===== config.mk =====
export PLATFORM = sky130hd
export DESIGN_NAME = fma_nan_select
export DESIGN_NICKNAME = d
export VERILOG_FILES = /design/src/rtl/fnan_pkg.sv /design/src/rtl/fnan_flags.sv /design/src/rtl/fnan_priority.sv /design/src/rtl/fnan_result_mux.sv /design/src/rtl/fma_nan_select.sv
export SDC_FILE = /design/constraint.sdc
export NUM_CORES = 1
export LEC_CHECK = 0
export CAP_MARGIN = 20
export CORE_MARGIN = 2
export CORE_UTILIZATION = 65
export CTS_CLUSTER_DIAMETER = 30
export DETAILED_ROUTE_END_ITERATION = 16
export DONT_BUFFER_PORTS = 1
export PLACE_DENSITY = 0.85
export SYNTH_ARGS = -nofsm -noshare
export SYNTH_HDL_FRONTEND = slang
export SYNTH_SLANG_ARGS = --single-unit

===== constraint.sdc =====
create_clock -name clk -period 1.2 [get_ports clk]
set_clock_uncertainty 0.1 [all_clocks]
set_input_delay 0.06 -clock clk [delete_from_list [all_inputs] [get_ports clk]]
set_output_delay 0.06 -clock clk [all_outputs]
set_load 0.1 [all_outputs]

===== src/rtl/fnan_pkg.sv =====
package fnan_pkg;
  localparam int NOPS = 3;
  localparam int IX_A = 0;
  localparam int IX_B = 1;
  localparam int IX_C = 2;

  localparam logic [2:0] CLS_NORM = 3'd0;
  localparam logic [2:0] CLS_ZERO = 3'd1;
  localparam logic [2:0] CLS_INF  = 3'd2;
  localparam logic [2:0] CLS_QNAN = 3'd3;
  localparam logic [2:0] CLS_SNAN = 3'd4;

  localparam logic [1:0] SEL_A    = 2'd0;
  localparam logic [1:0] SEL_B    = 2'd1;
  localparam logic [1:0] SEL_C    = 2'd2;
  localparam logic [1:0] SEL_DFLT = 2'd3;

  localparam logic [1:0] RULE_0 = 2'd0;
  localparam logic [1:0] RULE_1 = 2'd1;
  localparam logic [1:0] RULE_2 = 2'd2;
  localparam logic [1:0] RULE_3 = 2'd3;
endpackage


===== src/rtl/fnan_flags.sv =====
module fnan_flags
  import fnan_pkg::*;
(
  input  logic [NOPS-1:0][2:0] cls,
  output logic [NOPS-1:0]      is_q,
  output logic [NOPS-1:0]      is_s,
  output logic                 infz
);
  for (genvar g = 0; g < NOPS; g++) begin : g_op
    assign is_q[g] = (cls[g] == CLS_QNAN);
    assign is_s[g] = (cls[g] == CLS_SNAN);
  end

  // one multiplicand infinite, the other zero
  assign infz = ((cls[IX_A] == CLS_INF)  && (cls[IX_B] == CLS_ZERO)) ||
                ((cls[IX_A] == CLS_ZERO) && (cls[IX_B] == CLS_INF));
endmodule


===== src/rtl/fnan_priority.sv =====
module fnan_priority
  import fnan_pkg::*;
(
  input  logic [NOPS-1:0] is_q,
  input  logic [NOPS-1:0] is_s,
  input  logic            infz,
  input  logic [1:0]      rule,
  input  logic            pol,
  output logic            hit,
  output logic [1:0]      sel,
  output logic            inv
);
  logic [NOPS-1:0] is_n;
  assign is_n = is_q | is_s;

  always_comb begin
    hit = |is_n;
    sel = SEL_A;
    inv = 1'b0;
    if (hit) begin
      inv = |is_s;
      case (rule)
        RULE_0: begin
          if (infz && is_q[IX_C]) begin
            sel = SEL_DFLT;
            inv = 1'b1;
          end
          else if (is_s[IX_C]) sel = SEL_C;
          else if (is_s[IX_A]) sel = SEL_A;
          else if (is_s[IX_B]) sel = SEL_B;
          else if (is_q[IX_C]) sel = SEL_C;
          else if (is_q[IX_A]) sel = SEL_A;
          else                 sel = SEL_B;
        end
        RULE_1: begin
          if (pol) begin
            if (infz) begin
              sel = SEL_DFLT;
              inv = 1'b1;
            end
            else if (is_s[IX_A]) sel = SEL_A;
            else if (is_s[IX_B]) sel = SEL_B;
            else if (is_s[IX_C]) sel = SEL_C;
            else if (is_q[IX_A]) sel = SEL_A;
            else if (is_q[IX_B]) sel = SEL_B;
            else                 sel = SEL_C;
          end else begin
            if (infz) begin
              sel = SEL_C;
              inv = 1'b1;
            end
            else if (is_s[IX_C]) sel = SEL_C;
            else if (is_s[IX_A]) sel = SEL_A;
            else if (is_s[IX_B]) sel = SEL_B;
            else if (is_q[IX_C]) sel = SEL_C;
            else if (is_q[IX_A]) sel = SEL_A;
            else                 sel = SEL_B;
          end
        end
        RULE_2: begin
          if (infz) begin
            sel = SEL_C;
            inv = 1'b1;
          end
          else if (is_n[IX_A]) sel = SEL_A;
          else if (is_n[IX_C]) sel = SEL_C;
          else                 sel = SEL_B;
        end
        default: begin
          if (is_n[IX_A])      sel = SEL_A;
          else if (is_n[IX_B]) sel = SEL_B;
          else                 sel = SEL_C;
        end
      endcase
    end
  end
endmodule


===== src/rtl/fnan_result_mux.sv =====
module fnan_result_mux
  import fnan_pkg::*;
#(
  parameter int EXP_W  = 8,
  parameter int FRAC_W = 23
) (
  input  logic [NOPS-1:0][EXP_W+FRAC_W:0] opnd,
  input  logic [NOPS-1:0]                 is_s,
  input  logic                            hit,
  input  logic [1:0]                      sel,
  input  logic                            pol,
  output logic [EXP_W+FRAC_W:0]           result
);
  localparam int WORD_W = 1 + EXP_W + FRAC_W;
  localparam logic [WORD_W-1:0] QBIT = WORD_W'(1) << (FRAC_W - 1);

  logic [WORD_W-1:0] dflt;
  logic [WORD_W-1:0] pick;
  logic              pick_s;

  // default NaN pattern per polarity
  assign dflt = {1'b0, {EXP_W{1'b1}},
                 pol ? {1'b0, {(FRAC_W-1){1'b1}}} : {1'b1, {(FRAC_W-1){1'b0}}}};

  always_comb begin
    case (sel)
      SEL_A:   begin pick = opnd[IX_A]; pick_s = is_s[IX_A]; end
      SEL_B:   begin pick = opnd[IX_B]; pick_s = is_s[IX_B]; end
      SEL_C:   begin pick = opnd[IX_C]; pick_s = is_s[IX_C]; end
      default: begin pick = dflt;       pick_s = 1'b0;       end
    endcase
  end

  // quieting of a selected signaling NaN
  always_comb begin
    if (!hit)        result = '0;
    else if (!pick_s) result = pick;
    else if (pol)     result = dflt;
    else              result = pick | QBIT;
  end
endmodule


===== src/rtl/fma_nan_select.sv =====
module fma_nan_select
  import fnan_pkg::*;
#(
  parameter int EXP_W  = 8,
  parameter int FRAC_W = 23,
  localparam int WORD_W = 1 + EXP_W + FRAC_W
) (
  input  logic              clk,
  input  logic              rst_n,
  input  logic              in_valid,
  input  logic [2:0]        cls_a,
  input  logic [2:0]        cls_b,
  input  logic [2:0]        cls_c,
  input  logic [WORD_W-1:0] opnd_a,
  input  logic [WORD_W-1:0] opnd_b,
  input  logic [WORD_W-1:0] opnd_c,
  input  logic [1:0]        rule_sel,
  input  logic              snan_msb_set,
  output logic              out_valid,
  output logic              out_hit,
  output logic [1:0]        out_sel,
  output logic              out_invalid,
  output logic [WORD_W-1:0] out_result
);
  logic [NOPS-1:0]      is_q, is_s;
  logic                 infz;
  logic                 c_hit, c_inv;
  logic [1:0]           c_sel;
  logic [WORD_W-1:0]    c_res;

  fnan_flags u_flags (
    .cls  ({cls_c, cls_b, cls_a}),
    .is_q (is_q),
    .is_s (is_s),
    .infz (infz)
  );

  fnan_priority u_prio (
    .is_q (is_q),
    .is_s (is_s),
    .infz (infz),
    .rule (rule_sel),
    .pol  (snan_msb_set),
    .hit  (c_hit),
    .sel  (c_sel),
    .inv  (c_inv)
  );

  fnan_result_mux #(.EXP_W(EXP_W), .FRAC_W(FRAC_W)) u_mux (
    .opnd   ({opnd_c, opnd_b, opnd_a}),
    .is_s   (is_s),
    .hit    (c_hit),
    .sel    (c_sel),
    .pol    (snan_msb_set),
    .result (c_res)
  );

  // next-state
  logic              d_valid, d_hit, d_inv;
  logic [1:0]        d_sel;
  logic [WORD_W-1:0] d_res;

  always_comb begin
    d_valid = in_valid;
    d_hit   = out_hit;
    d_sel   = out_sel;
    d_inv   = out_invalid;
    d_res   = out_result;
    if (in_valid) begin
      d_hit = c_hit;
      d_sel = c_sel;
      d_inv = c_inv;
      d_res = c_res;
    end
  end

  // registers
  always_ff @(posedge clk or negedge rst_n) begin
    if (!rst_n) begin
      out_valid   <= 1'b0;
      out_hit     <= 1'b0;
      out_sel     <= 2'd0;
      out_invalid <= 1'b0;
      out_result  <= '0;
    end else begin
      out_valid   <= d_valid;
      out_hit     <= d_hit;
      out_sel     <= d_sel;
      out_invalid <= d_inv;
      out_result  <= d_res;
    end
  end

  // assertions
  p_valid_pipe_r1: assert property (@(posedge clk) disable iff (!rst_n)
    out_valid == $past(in_valid));

  p_nan_hit_r2: assert property (@(posedge clk) disable iff (!rst_n)
    (in_valid && (|(is_q | is_s))) |=> out_hit);

  p_clean_r2: assert property (@(posedge clk) disable iff (!rst_n)
    (in_valid && !(|(is_q | is_s))) |=> (!out_hit && !out_invalid && out_result == '0));

  p_infz_c_r6: assert property (@(posedge clk) disable iff (!rst_n)
    (in_valid && infz && rule_sel == RULE_2 && is_q[IX_C]) |=> (out_sel == SEL_C && out_invalid));

  p_snan_inv_r9: assert property (@(posedge clk) disable iff (!rst_n)
    (in_valid && (|is_s)) |=> out_invalid);

  p_quiet_out_r10: assert property (@(posedge clk) disable iff (!rst_n)
    (out_valid && out_hit) |->
      (out_result[WORD_W-2:FRAC_W] == {EXP_W{1'b1}} &&
       out_result[FRAC_W-1] == !$past(snan_msb_set) &&
       out_result[FRAC_W-1:0] != '0));

  p_dflt_pat_r11: assert property (@(posedge clk) disable iff (!rst_n)
    (out_valid && out_hit && out_sel == SEL_DFLT) |->
      (out_result[WORD_W-1] == 1'b0 &&
       out_result[FRAC_W-2:0] == ($past(snan_msb_set) ? {(FRAC_W-1){1'b1}} : {(FRAC_W-1){1'b0}})));
endmodule


==> results of run 1 <==
==> kinds of logic after synthesis <==
group           count (synthesis)  synth area share (%)
buf+inv                        36                 6.102
compound gates                115                 34.39
mux                            32                 12.16
fa+ha+maj                       4                 1.892
simple gates                   39                 10.45
flops                          37                 35.00
==> stage by stage <==
| stage | setup TNS (ns) | std cells | instance area, sq um | hold slack, ns |
|---|---|---|---|---|
| after detailed placement | -38.14 | 357 | 3171 | -0.3342 |
| after global placement | -35.58 | 357 | 3171 | -0.3345 |
| after floorplan | -31.69 | 263 | 2708 | -0.3356 |
==> Yosys cell counts (2+ instances only) <==
cell type	number
nor2b_1	3
a31oi_1	3
nand2b_1	3
nor4_1	3
o21a_1	3
buf_2	3
a2bb2oi_1	23
nand4bb_1	2
and2_1	2
buf_4	2
ha_1	4
a211o_1	2
a21oi_2	20
clkbuf_1	13
and3b_1	2
o21ai_0	26
or3b_4	2
buf_6	2
nor2_1	8
o32ai_1	2
inv_1	15
o2bb2ai_1	9
mux2i_1	31
a21oi_1	4
o211ai_1	4
o221ai_1	8
nor3b_2	2
dfrtp_1	37
nand2_1	3
==> impl_metrics.toml, run 1 <==
[floorplanning]
fp.dieH_um = 67.79
rows = 23
dieWidth_um = 67.79
num_io_pins = 148
initial_utilization_pct = 66.60

[clock_tree]
post_cts_buffers = 5
cts_sinks = 37
htreeDepth = 2
clock_path_buffers = 2
postCtsHoldBufs = 36
post_cts_resize_count = 46
clock_tree.root_cell = "clkbuf_8"
cts_buffers = 5

[logic_synthesis]
syn_inst = 263
ys_seq_area_share_pct = 35.00
ys_seq_elements = 37
synthFlopType = "dfrtp_1"
synth-async-reset-ratio_pct = 100.0
synth_top_area_share_pct = 35.00
syn_area_sq_um = 2645
yosysUniqueCellTypes = 51
yosys.area.top_type = "dfrtp_1"
synth_fp_nets = 378
yosys-top-cells-area = "dfrtp_1 (35%), mux2i_1 (12%), a2bb2oi_1 (7.6%)"
synth_edf_count = 0
yosysWarningCount = 0
synth.avg_cell_area_sq_um = 10.06

[outcome]
tool.error = "[ERROR DPL-0033] detailed placement checks failed during check placement."
status = "stopped before the end"
haltStage = "4_1_cts"

[placed_design]
hpwl_um = 5092
gp_congestion = 0.9603
dp_slack_ns = -1.159
portBuffers = 0
==> run 2, diff against run 1 <==
Settings changed: CORE_UTILIZATION 65 to 40, CTS_CLUSTER_DIAMETER 30 to default, PLACE_DENSITY 0.85 to default, PLACE_DENSITY_LB_ADDON from default to 0.15.
==> impl_metrics.toml, run 2 <==
[logic_synthesis]
synth-async-reset-ratio_pct = 100.0
syn_inst = 263
ys_top_cells_by_count = "dfrtp_1 (37), mux2i_1 (31), o21ai_0 (26), a2bb2oi_1 (23), a21oi_2 (20)"
yosys.area.top_type = "dfrtp_1"
yosys-top-cells-area = "dfrtp_1 (35%), mux2i_1 (12%), a2bb2oi_1 (7.6%)"
synth_fp_nets = 378
yosysUniqueCellTypes = 51
yosysWarningCount = 0
ys_seq_area_share_pct = 35.00
synthMostInstantiatedCell = "dfrtp_1"
synth.avg_cell_area_sq_um = 10.06
syn_area_sq_um = 2645
ys_seq_elements = 37
synth_top_area_share_pct = 35.00
synth_edf_count = 0
synthFlopType = "dfrtp_1"

[placed_design]
hpwl_um = 5445
portBuffers = 0
dp_slack_ns = -1.134
gp_congestion = 0.9154

[clock_tree]
clock_tree.root_cell = "clkbuf_8"
cts_buffers = 5
cts_tree = "done"
clock_latency_ns = 0.29
clk_pin_slew_ns = 0.08
htreeDepth = 2
cts_sinks = 37
clock_path_buffers = 2

[setup_path]
end_kind = "flop"
arrival_ns = 2.12
rr_worst_depth = 2
cp_max_fo = 17
required_ns = 1.27
path_class = "in2reg"
worst_setup_path_start_kind = "input port"

[global_routing]
antenna_found_initial = 0
grt_pass1_wl_um = 13170
globalRouteTotalUtil_pct = 23.05
grt_pass1_vias = 2661
grt.overflow.total = 0
grt_max_degree = 38

[finish]
drive_gt1_share_pct = 44.27
syn2layout_area_growth_pct = 60.79
nets = 489
multi_input_area_sq_um = 1889
layout_common_cells = "buf_4 (65), dlygate4sd3_1 (46), dfrtp_1 (37), mux2i_1 (27), o21ai_0 (23)"
largest_register_ffs = 32
largest_register = "out_result"
n_fill_cell = 500
reg_top3 = "out_result: 32 flops, out_sel: 2 flops"
n_antenna_cell = 0
layout_commonest_cell = "buf_4"
seq_area_sq_um = 925.9

[outcome]
violations = "negative setup slack"
status = "finished with violations"

[floorplanning]
rows = 29
dieArea_sq_um = 7279
fp.dieH_um = 85.32
initial_utilization_pct = 41.42
core_sq_um = 6386
num_io_pins = 148
dieWidth_um = 85.32

[power_and_ir_drop]
max-vdd-ir-drop_mv = 1.031
pwr_density_cell_nw_per_um2 = 1458
design_power_total_uw = 6199
leakage_uw = 0.001874

[sta]
rsz0062_at_grt = "true"
hold_viol = 0
report.final.setup_viol = 35
max_freq_mhz = 488.1
worst_slew_pin_slew_ns = 0.3739
slew_violations = 0
period_share_pct = 170.7
slew_headroom_pct = 75.05
fin_ws_ns = -0.8487
finalCriticalPeriod_ns = 2.049

[detailed_routing]
drt_iter0_markers = 121
dr.pass1.iters = 4
final_antenna_net_count = 0
wirelength_um = 8739
routedWlPerCell_um = 19.33
viasPerCell = 5.827
routed-via-count = 2634
drc = 0

[worst_hold_path]
hold_class = "in2reg"
hold_depth = 3

[flow_run]
maxCapViolCount = 0
-- run 2: logic make-up (layout without fill, tap and decap cells) --
logic type / Yosys count / after routing / synth area share [%]
buffers and inverters: 36 / 148 / 6.102
muxes: 32 / 32 / 12.16
and+or+nand+nor: 39 / 39 / 10.45
AOI/OAI and AO/OA: 115 / 115 / 34.39
DFF: 37 / 37 / 35.00
adders and majority gates: 4 / 4 / 1.892
-- run 2: path summary, 6_finish.rpt --
| check | startpoint | to | slack (ns) |
|---|---|---|---|
| min in group asynchronous | rst_n | out_result[10] | 0.18 |
| min reg2reg | out_sel[0] | out_sel[0] | 0.40 |
| min | opnd_b[14] | out_result[14] | 0.003 |
| max | cls_a[2] | out_result[10] | -0.85 |
| max reg2reg | out_result[12] | out_result[12] | 0.32 |
| max in group asynchronous | rst_n | out_result[22] | 0.63 |
-- run 2: cell type report --
cell class                 count  share of cell area [%]
clock buffer                   6                   1.942
multi-input combinational    190                   44.42
inverter                      15                   1.324
clock inverter                 2                  0.3236
sequential                    37                   21.77
tap                           77                   2.265
timing repair buffer         125                   27.95
-- run 2: timing repair --
action	4_1_cts	5_1_grt
hold endpoints to repair	74	1
setup endpoints to repair	35	36
hold buffers	46	2
resized for setup	45	21
buffers inserted	1	7
pin swaps	10	6
-- run 2: per-layer routing --
layer	wire, um	global-route usage [%]	up-vias
li1	-	-	1232
met3	513	3.307	12
met1	3581	29.42	1270
met2	4512	40.41	120
met4	132	6.782	0
met5	0	0	-
-- run 2: power by group --
group / total (uW) / internal (uW) / switching [uW]
Clock: 941 / 466 / 475
Combinational: 3680 / 1180 / 2500
Sequential: 1580 / 1460 / 117
-- run 2: stage by stage --
step | instances | setup TNS [ns] | hold slack [ns] | utilization, % | cell area, sq um
6_report | 452 | -26.57 | 0.002644 | 66.59 | 4253
3_3_place_gp | 388 | -38.64 | -0.3346 | 50.86 | 3248
5_1_grt | 452 | -28.74 | 0.008300 | 66.59 | 4253
2_1_floorplan | 263 | -31.69 | -0.3356 | - | 2708
3_5_place_dp | 388 | -37.32 | -0.3346 | 50.86 | 3248
4_1_cts | 443 | -24.62 | 0.0008400 | 63.50 | 4055
-- run 2: critical path, cell delays in order --
cell     delay [ns]
and3b_2        0.33
nor4b_4        0.07
a221o_1        0.36
o21a_1         0.22
o21a_2         0.24
or3_4          0.36
a31oi_4        0.19
buf_12         0.20
a21oi_1        0.09
Power figures use the tool's default switching activity.
